[src/rtl/usb_resp_pkg.sv]
package usb_resp_pkg;

  typedef enum logic [1:0] {
    TK_OUT   = 2'd0,
    TK_IN    = 2'd1,
    TK_SETUP = 2'd2,
    TK_OTHER = 2'd3
  } tok_e;

  typedef enum logic [1:0] {
    HS_NONE  = 2'd0,
    HS_ACK   = 2'd1,
    HS_NAK   = 2'd2,
    HS_STALL = 2'd3
  } hs_e;

  typedef enum logic [1:0] {
    ST_IDLE      = 2'd0,
    ST_WAIT_DATA = 2'd1,
    ST_WAIT_ACK  = 2'd2
  } resp_st_e;

endpackage

[src/rtl/ep_cfg_regs.sv]
module ep_cfg_regs #(
  parameter int NUM_EP = 3
) (
  input  logic                  clk,
  input  logic                  rst,
  input  logic                  bus_reset,
  input  logic                  en_we,
  input  logic [2*NUM_EP-1:0]   en_wdata,
  input  logic                  stall_we,
  input  logic [NUM_EP:0]       stall_wdata,
  input  logic                  setup_clr,
  output logic [NUM_EP-1:0]     en_in,
  output logic [NUM_EP-1:0]     en_out,
  output logic [NUM_EP-1:0]     stall_in,
  output logic [NUM_EP-1:0]     stall_out
);

  logic              bus_reset_q;
  logic [NUM_EP-1:0] en_in_q;
  logic [NUM_EP-1:0] en_out_q;
  // [0] EP0 OUT, [1] EP0 IN, [k+1] endpoint k both directions
  logic [NUM_EP:0]   stall_q;

  always_ff @(posedge clk) begin
    if (rst) begin
      bus_reset_q <= 1'b0;
      en_in_q     <= '0;
      en_out_q    <= '0;
      stall_q     <= '0;
    end else begin
      bus_reset_q <= bus_reset;
      if (bus_reset) begin
        en_in_q  <= '0;
        en_out_q <= '0;
        stall_q  <= '0;
      end else begin
        if (en_we) begin
          en_in_q  <= en_wdata[NUM_EP-1:0];
          en_out_q <= en_wdata[2*NUM_EP-1:NUM_EP];
        end
        // end of bus reset: control endpoint comes up in both directions
        if (bus_reset_q) begin
          en_in_q[0]  <= 1'b1;
          en_out_q[0] <= 1'b1;
        end
        if (stall_we) stall_q <= stall_wdata;
        if (setup_clr) stall_q[1:0] <= 2'b00;
      end
    end
  end

  assign en_in        = en_in_q;
  assign en_out       = en_out_q;
  assign stall_out[0] = stall_q[0];
  assign stall_in[0]  = stall_q[1];

  for (genvar k = 1; k < NUM_EP; k++) begin : g_ep_stall
    assign stall_out[k] = stall_q[k+1];
    assign stall_in[k]  = stall_q[k+1];
  end

endmodule

[src/rtl/ep_token_decode.sv]
module ep_token_decode
  import usb_resp_pkg::*;
#(
  parameter int ADDR_W = 7,
  parameter int NUM_EP = 3,
  parameter int EP_W   = 2
) (
  input  logic              tok_valid,
  input  logic [1:0]        tok_pid,
  input  logic [ADDR_W-1:0] tok_addr,
  input  logic [EP_W-1:0]   tok_ep,
  input  logic [ADDR_W-1:0] dev_addr,
  input  logic [NUM_EP-1:0] en_in,
  input  logic [NUM_EP-1:0] en_out,
  input  logic [NUM_EP-1:0] stall_in,
  input  logic [NUM_EP-1:0] stall_out,
  output logic              tok_hit,
  output logic              tok_stall,
  output logic              tok_setup,
  output logic              tok_in
);

  localparam logic [EP_W:0] EP_LIM = (EP_W+1)'(NUM_EP);

  tok_e kind;
  logic addr_ok, ep_ok, kind_ok, en_bit, st_bit;

  always_comb begin
    kind    = tok_e'(tok_pid);
    addr_ok = (tok_addr == dev_addr);
    ep_ok   = ({1'b0, tok_ep} < EP_LIM);
    en_bit  = 1'b0;
    st_bit  = 1'b0;
    if (ep_ok) begin
      if (kind == TK_IN) begin
        en_bit = en_in[tok_ep];
        st_bit = stall_in[tok_ep];
      end else begin
        en_bit = en_out[tok_ep];
        st_bit = stall_out[tok_ep];
      end
    end
    kind_ok   = (kind == TK_IN) || (kind == TK_OUT) ||
                ((kind == TK_SETUP) && (tok_ep == '0));
    tok_hit   = tok_valid && addr_ok && ep_ok && en_bit && kind_ok;
    tok_setup = (kind == TK_SETUP);
    tok_in    = (kind == TK_IN);
    // control setup is never refused
    tok_stall = st_bit && (kind != TK_SETUP);
  end

endmodule

[src/rtl/ep_out_record.sv]
module ep_out_record #(
  parameter int LEN_W = 4,
  parameter int EP_W  = 2
) (
  input  logic             clk,
  input  logic             rst,
  input  logic             commit,
  input  logic [LEN_W-1:0] len,
  input  logic [EP_W-1:0]  ep,
  input  logic             toggle,
  input  logic             is_setup,
  input  logic             clr,
  output logic [LEN_W-1:0] out_count,
  output logic [EP_W-1:0]  out_ep,
  output logic             out_toggle,
  output logic             out_done,
  output logic             setup_flag
);

  always_ff @(posedge clk) begin
    if (rst) begin
      out_count  <= '0;
      out_ep     <= '0;
      out_toggle <= 1'b0;
      out_done   <= 1'b0;
      setup_flag <= 1'b0;
    end else if (commit) begin
      out_count  <= len;
      out_ep     <= ep;
      out_toggle <= toggle;
      out_done   <= 1'b1;
      setup_flag <= is_setup;
    end else if (clr) begin
      out_done   <= 1'b0;
      setup_flag <= 1'b0;
    end
  end

endmodule

[src/rtl/usb_ep_responder.sv]
module usb_ep_responder
  import usb_resp_pkg::*;
#(
  parameter int ADDR_W  = 7,
  parameter int NUM_EP  = 3,
  parameter int MAX_PKT = 8,
  parameter int EP_W    = (NUM_EP > 1) ? $clog2(NUM_EP) : 1,
  parameter int LEN_W   = $clog2(MAX_PKT + 2)
) (
  input  logic                clk,
  input  logic                rst,
  input  logic [ADDR_W-1:0]   dev_addr,
  input  logic                bus_reset,
  input  logic                en_we,
  input  logic [2*NUM_EP-1:0] en_wdata,
  input  logic                stall_we,
  input  logic [NUM_EP:0]     stall_wdata,
  input  logic                out_busy,
  input  logic [NUM_EP-1:0]   in_loaded,
  input  logic                tok_valid,
  input  logic [1:0]          tok_pid,
  input  logic [ADDR_W-1:0]   tok_addr,
  input  logic [EP_W-1:0]     tok_ep,
  input  logic                data_valid,
  input  logic                data_odd,
  input  logic [LEN_W-1:0]    data_len,
  input  logic                data_crc_ok,
  input  logic                host_ack,
  input  logic [1:0]          in_done_clr,
  input  logic                out_done_clr,
  output logic                hs_valid,
  output logic [1:0]          hs_code,
  output logic                in_send,
  output logic [EP_W-1:0]     in_send_ep,
  output logic                flush_in,
  output logic                in_done_ep0,
  output logic                in_done_ep12,
  output logic                out_done,
  output logic                setup_flag,
  output logic [LEN_W-1:0]    out_count,
  output logic [EP_W-1:0]     out_ep,
  output logic                out_toggle
);

  localparam logic [LEN_W-1:0] LEN_MAX = LEN_W'(MAX_PKT);

  logic [NUM_EP-1:0] en_in, en_out, stall_in, stall_out;
  logic              tok_hit, tok_stall, tok_setup, tok_in;
  logic              setup_clr;

  ep_cfg_regs #(.NUM_EP(NUM_EP)) u_cfg (
    .clk         (clk),
    .rst         (rst),
    .bus_reset   (bus_reset),
    .en_we       (en_we),
    .en_wdata    (en_wdata),
    .stall_we    (stall_we),
    .stall_wdata (stall_wdata),
    .setup_clr   (setup_clr),
    .en_in       (en_in),
    .en_out      (en_out),
    .stall_in    (stall_in),
    .stall_out   (stall_out)
  );

  ep_token_decode #(.ADDR_W(ADDR_W), .NUM_EP(NUM_EP), .EP_W(EP_W)) u_dec (
    .tok_valid (tok_valid),
    .tok_pid   (tok_pid),
    .tok_addr  (tok_addr),
    .tok_ep    (tok_ep),
    .dev_addr  (dev_addr),
    .en_in     (en_in),
    .en_out    (en_out),
    .stall_in  (stall_in),
    .stall_out (stall_out),
    .tok_hit   (tok_hit),
    .tok_stall (tok_stall),
    .tok_setup (tok_setup),
    .tok_in    (tok_in)
  );

  resp_st_e        st_q, st_nxt;
  logic [EP_W-1:0] ep_q;
  logic            setup_q, stall_pend_q;
  hs_e             hs_nxt;
  logic            send_nxt, commit, ack_ep0, ack_ep12, len_ok;

  always_comb begin
    st_nxt    = st_q;
    hs_nxt    = HS_NONE;
    send_nxt  = 1'b0;
    commit    = 1'b0;
    setup_clr = 1'b0;
    ack_ep0   = 1'b0;
    ack_ep12  = 1'b0;
    len_ok    = (data_len <= LEN_MAX);

    case (st_q)
      ST_WAIT_DATA: if (data_valid) begin
        st_nxt = ST_IDLE;
        if (data_crc_ok && len_ok) begin
          if (setup_q) begin
            if (!out_busy) begin
              hs_nxt = HS_ACK;
              commit = 1'b1;
            end
          end else if (stall_pend_q) begin
            hs_nxt = HS_STALL;
          end else if (out_busy) begin
            hs_nxt = HS_NAK;
          end else begin
            hs_nxt = HS_ACK;
            commit = 1'b1;
          end
        end
      end
      ST_WAIT_ACK: if (host_ack) begin
        st_nxt = ST_IDLE;
        if (ep_q == '0) ack_ep0 = 1'b1;
        else            ack_ep12 = 1'b1;
      end
      default: ;
    endcase

    // any new token ends whatever transaction was pending
    if (tok_valid) begin
      st_nxt = ST_IDLE;
      if (tok_hit) begin
        if (tok_in) begin
          if (tok_stall)              hs_nxt = HS_STALL;
          else if (in_loaded[tok_ep]) begin
            send_nxt = 1'b1;
            st_nxt   = ST_WAIT_ACK;
          end else                    hs_nxt = HS_NAK;
        end else begin
          st_nxt    = ST_WAIT_DATA;
          setup_clr = tok_setup;
        end
      end
    end

    if (bus_reset) begin
      st_nxt    = ST_IDLE;
      hs_nxt    = HS_NONE;
      send_nxt  = 1'b0;
      commit    = 1'b0;
      setup_clr = 1'b0;
      ack_ep0   = 1'b0;
      ack_ep12  = 1'b0;
    end
  end

  always_ff @(posedge clk) begin
    if (rst) begin
      st_q         <= ST_IDLE;
      ep_q         <= '0;
      setup_q      <= 1'b0;
      stall_pend_q <= 1'b0;
      hs_valid     <= 1'b0;
      hs_code      <= HS_NONE;
      in_send      <= 1'b0;
      in_send_ep   <= '0;
      flush_in     <= 1'b0;
      in_done_ep0  <= 1'b0;
      in_done_ep12 <= 1'b0;
    end else begin
      st_q     <= st_nxt;
      hs_valid <= (hs_nxt != HS_NONE);
      hs_code  <= hs_nxt;
      in_send  <= send_nxt;
      flush_in <= setup_clr;
      if (tok_hit) begin
        ep_q         <= tok_ep;
        setup_q      <= tok_setup;
        stall_pend_q <= tok_stall;
      end
      if (send_nxt) in_send_ep <= tok_ep;
      if (ack_ep0)             in_done_ep0 <= 1'b1;
      else if (in_done_clr[0]) in_done_ep0 <= 1'b0;
      if (ack_ep12)            in_done_ep12 <= 1'b1;
      else if (in_done_clr[1]) in_done_ep12 <= 1'b0;
    end
  end

  ep_out_record #(.LEN_W(LEN_W), .EP_W(EP_W)) u_rec (
    .clk        (clk),
    .rst        (rst),
    .commit     (commit),
    .len        (data_len),
    .ep         (ep_q),
    .toggle     (data_odd),
    .is_setup   (setup_q),
    .clr        (out_done_clr),
    .out_count  (out_count),
    .out_ep     (out_ep),
    .out_toggle (out_toggle),
    .out_done   (out_done),
    .setup_flag (setup_flag)
  );

endmodule

[config.mk]
export PLATFORM = sky130hd
export DESIGN_NAME = usb_ep_responder
export DESIGN_NICKNAME = d
export VERILOG_FILES = /design/src/rtl/usb_resp_pkg.sv /design/src/rtl/ep_cfg_regs.sv /design/src/rtl/ep_token_decode.sv /design/src/rtl/ep_out_record.sv /design/src/rtl/usb_ep_responder.sv
export SDC_FILE = /design/constraint.sdc
export NUM_CORES = 1
export LEC_CHECK = 0
export ABC_AREA = 1
export BUFFER_PORTS_ARGS = -buffer_cell sky130_fd_sc_hd__buf_2
export CAP_MARGIN = 20
export CORE_MARGIN = 1.5
export CORE_UTILIZATION = 49
export DETAILED_ROUTE_END_ITERATION = 12
export PLACE_DENSITY_LB_ADDON = 0.08
export SLEW_MARGIN = 20
export SYNTH_ARGS = -nofsm -noshare
export SYNTH_HDL_FRONTEND = slang
export SYNTH_SLANG_ARGS = --single-unit
[constraint.sdc]
create_clock -name clk -period 1.7 [get_ports clk]
set_clock_uncertainty 0.1 [all_clocks]
set_input_delay 0.34 -clock clk [delete_from_list [all_inputs] [get_ports clk]]
set_output_delay 0.34 -clock clk [all_outputs]
set_load 0.02 [all_outputs]
==> metrics <==
DIE HEIGHT=64.4 µm; clock power share=0.354; CTS tree=done; global-route wire length before repair=7270 µm; Final Hold Fails=0; largest net degree at the start of global routing=12; syn avg cell area=6.69 µm²; DRT iter0 DRCs=68; setup bufs post-CTS=0; area delta synth->final=26.6%; Max Cap Viol=0; Total Neg Setup Slack=0 ns; Rows=22; sequential share of power=0.506; Max FO, Critical Path=10; Hold Path Depth=3; Longest Clk Path Bufs=2; Worst setup SP type=register; fin util=0.643; Initial Utilization=0.508; Switch Pwr=0.000441 W; Worst VDD drop=0.571 mV; Inst Count DP=393; Die W=64.4 µm; total CTS buffers=5; vias per cell=4.70; antenna cell count=0; Detailed Place HPWL=3340 µm; power density cells=707 nW/µm²; YS warnings=0; io pins=67; clk root buf=clkbuf_8; endpoint class of the critical path=register; Post-CTS Hold Buffers=0; Worst-path clk slew=0.07 ns; Int Power=0.00121 W; Seq/Total Area, Yosys=0.380; worst reg-to-reg path cell count=8; RSZ-0062 raised after global routing=false; H-tree Lvls=2; Remaining Overflow, GRT=0; CP required=1.76 ns; Least-Margin Pin Slew=0.318 ns; fin cells=401; Comb power frac=0.140; switch share=0.267; WS Path Type=reg2reg; Final min period=1.46 ns; later-pin clock latency in the skew report=0.28 ns; drt pass-1 iters=4; initial antenna violation count=0; vias=1884; arrival time at the worst endpoint=1.52 ns; Syn Std Cell Area=1850 µm²; Hold Path Class=in2reg; Post-Route WL=4210 µm; total power=0.00165 W; slew margin rel.=0.787; routability cong.=0.886; # setup viols final=0; Syn Nets=325; status=completed; DR WL/cell=10.5 µm; worst hold slack=0.199 ns; Core ar.=3630 µm²; die area=4140 µm²; vias in the first global route=1677; PortBufs=66; Cells after Synth=276; Remaining DRCs=0; share of post-route cells with drive strength above 1=0.289; filler cell count=378; Post-CTS Resized=0; Highest Clock Rate=687 MHz; fin crit share=0.857; Synth Register Bits=35; CTS Sinks=35; NumNets Final=401; Final ANT Viol Nets=0; Slew Limit Fails=0; Netlist cell types=29; Total Routing Usage GR=0.221; leak pwr=1.25 nW
==> synthesized netlist by cell type, drive strengths merged <==
master / instances / area [µm²]
a21oi: 27 / 135
a31oi: 1 / 6.26
and2: 1 / 6.26
buf: 1 / 11.3
clkbuf: 2 / 17.5
clkinv: 1 / 3.75
dfxtp: 35 / 701
inv: 44 / 165
nand2: 90 / 348
nand3: 26 / 178
nand4: 2 / 12.5
nor2: 25 / 125
nor3: 4 / 30.0
o21ai: 12 / 67.6
or2: 2 / 12.5
xnor2: 2 / 17.5
xor2: 1 / 8.76
==> power groups by stage <==
stage	Sequential (W)	Clock [W]	Combinational (W)
after floorplan	0.000852	0	0.000128
after global placement	0.000854	0	0.000229
after detailed placement	0.000854	0	0.000230
after CTS	0.000835	0.000595	0.000231
after global routing	0.000836	0.000630	0.000263
final	0.000835	0.000585	0.000231
==> final cells by class <==
type | count | area (µm²) | area share
clock buffer | 6 | 72.6 | 0.0310
clock inverter | 2 | 12.5 | 0.00535
inverter | 45 | 169 | 0.0723
multi-input combinational | 193 | 947 | 0.405
sequential | 35 | 701 | 0.300
tap | 48 | 60.1 | 0.0257
timing repair buffer | 72 | 375 | 0.161
==> per-layer routing <==
metal,wire length [µm],up-vias,share of wire,GRT usage
li1,-,1015,-,-
met4,25,0,0.0059,0.0479
met3,227,4,0.054,0.0528
met1,2040,821,0.48,0.298
met2,1920,44,0.46,0.358
met5,0,-,0,0
==> placed cells by master, fill, tap and decap left out, types with 2 or more instances in the layout <==
| cell | instances |
|---|---|
| nand2_1 | 86 |
| buf_2 | 66 |
| inv_1 | 40 |
| dfxtp_1 | 35 |
| a21oi_1 | 27 |
| nand3_1 | 21 |
| nor2_1 | 20 |
| buf_4 | 6 |
| o21ai_0 | 5 |
| o21ai_1 | 5 |
| clkbuf_8 | 5 |
| inv_2 | 4 |
| nand2_2 | 4 |
| nor2_2 | 3 |
| nand3_4 | 3 |
| xnor2_1 | 2 |
| o21ai_2 | 2 |
| nand3_2 | 2 |
| nor3_1 | 2 |
| nor3_2 | 2 |
| nand4_1 | 2 |
==> flip-flops by register name, summed over array words and instances, names as in the netlist, 3 cells and up <==
| register | cells |
|---|---|
| u_cfg.stall_q | 4 |
| u_cfg.en_in | 3 |
| u_rec.out_count | 4 |
| u_cfg.en_out | 3 |
==> cells by family after synthesis <==
| logic type | count (synthesis) | share of synthesized area |
|---|---|---|
| AO/OA/AOI/OAI | 40 | 0.113 |
| buffers and inverters | 48 | 0.107 |
| AND/OR/NAND/NOR | 150 | 0.386 |
| flip-flops | 35 | 0.380 |
| XOR/XNOR | 3 | 0.0142 |
==> path summary, 6_finish.rpt <==
check | startpoint | end | slack (ns)
hold / removal | stall_wdata[1] | u_cfg.stall_q[1] | 0.20
setup reg to reg | st_q[1] | u_rec.setup_flag | 0.24
setup / recovery | st_q[1] | u_rec.setup_flag | 0.24
hold reg to reg | u_rec.setup_flag | u_rec.setup_flag | 0.36
==> critical path: stages, from the launching register on <==
cell	delay, ns
dfxtp_1	0.31
inv_1	0.07
nand3_1	0.11
nor2_1	0.11
nand2_1	0.06
inv_1	0.07
nand2_1	0.20
o21ai_0	0.26
a21oi_1	0.06
==> metrics by stage <==
step           worst slack (ns)  instance area (µm²)
3_5_place_dp            0.00284                 2250
5_1_grt                  0.0396                 2340
3_3_place_gp            -0.0225                 2250
6_report                  0.244                 2340
4_1_cts                   0.249                 2340
2_1_floorplan             0.215                 1850
Note: power is estimated with default switching activity, not from simulation.
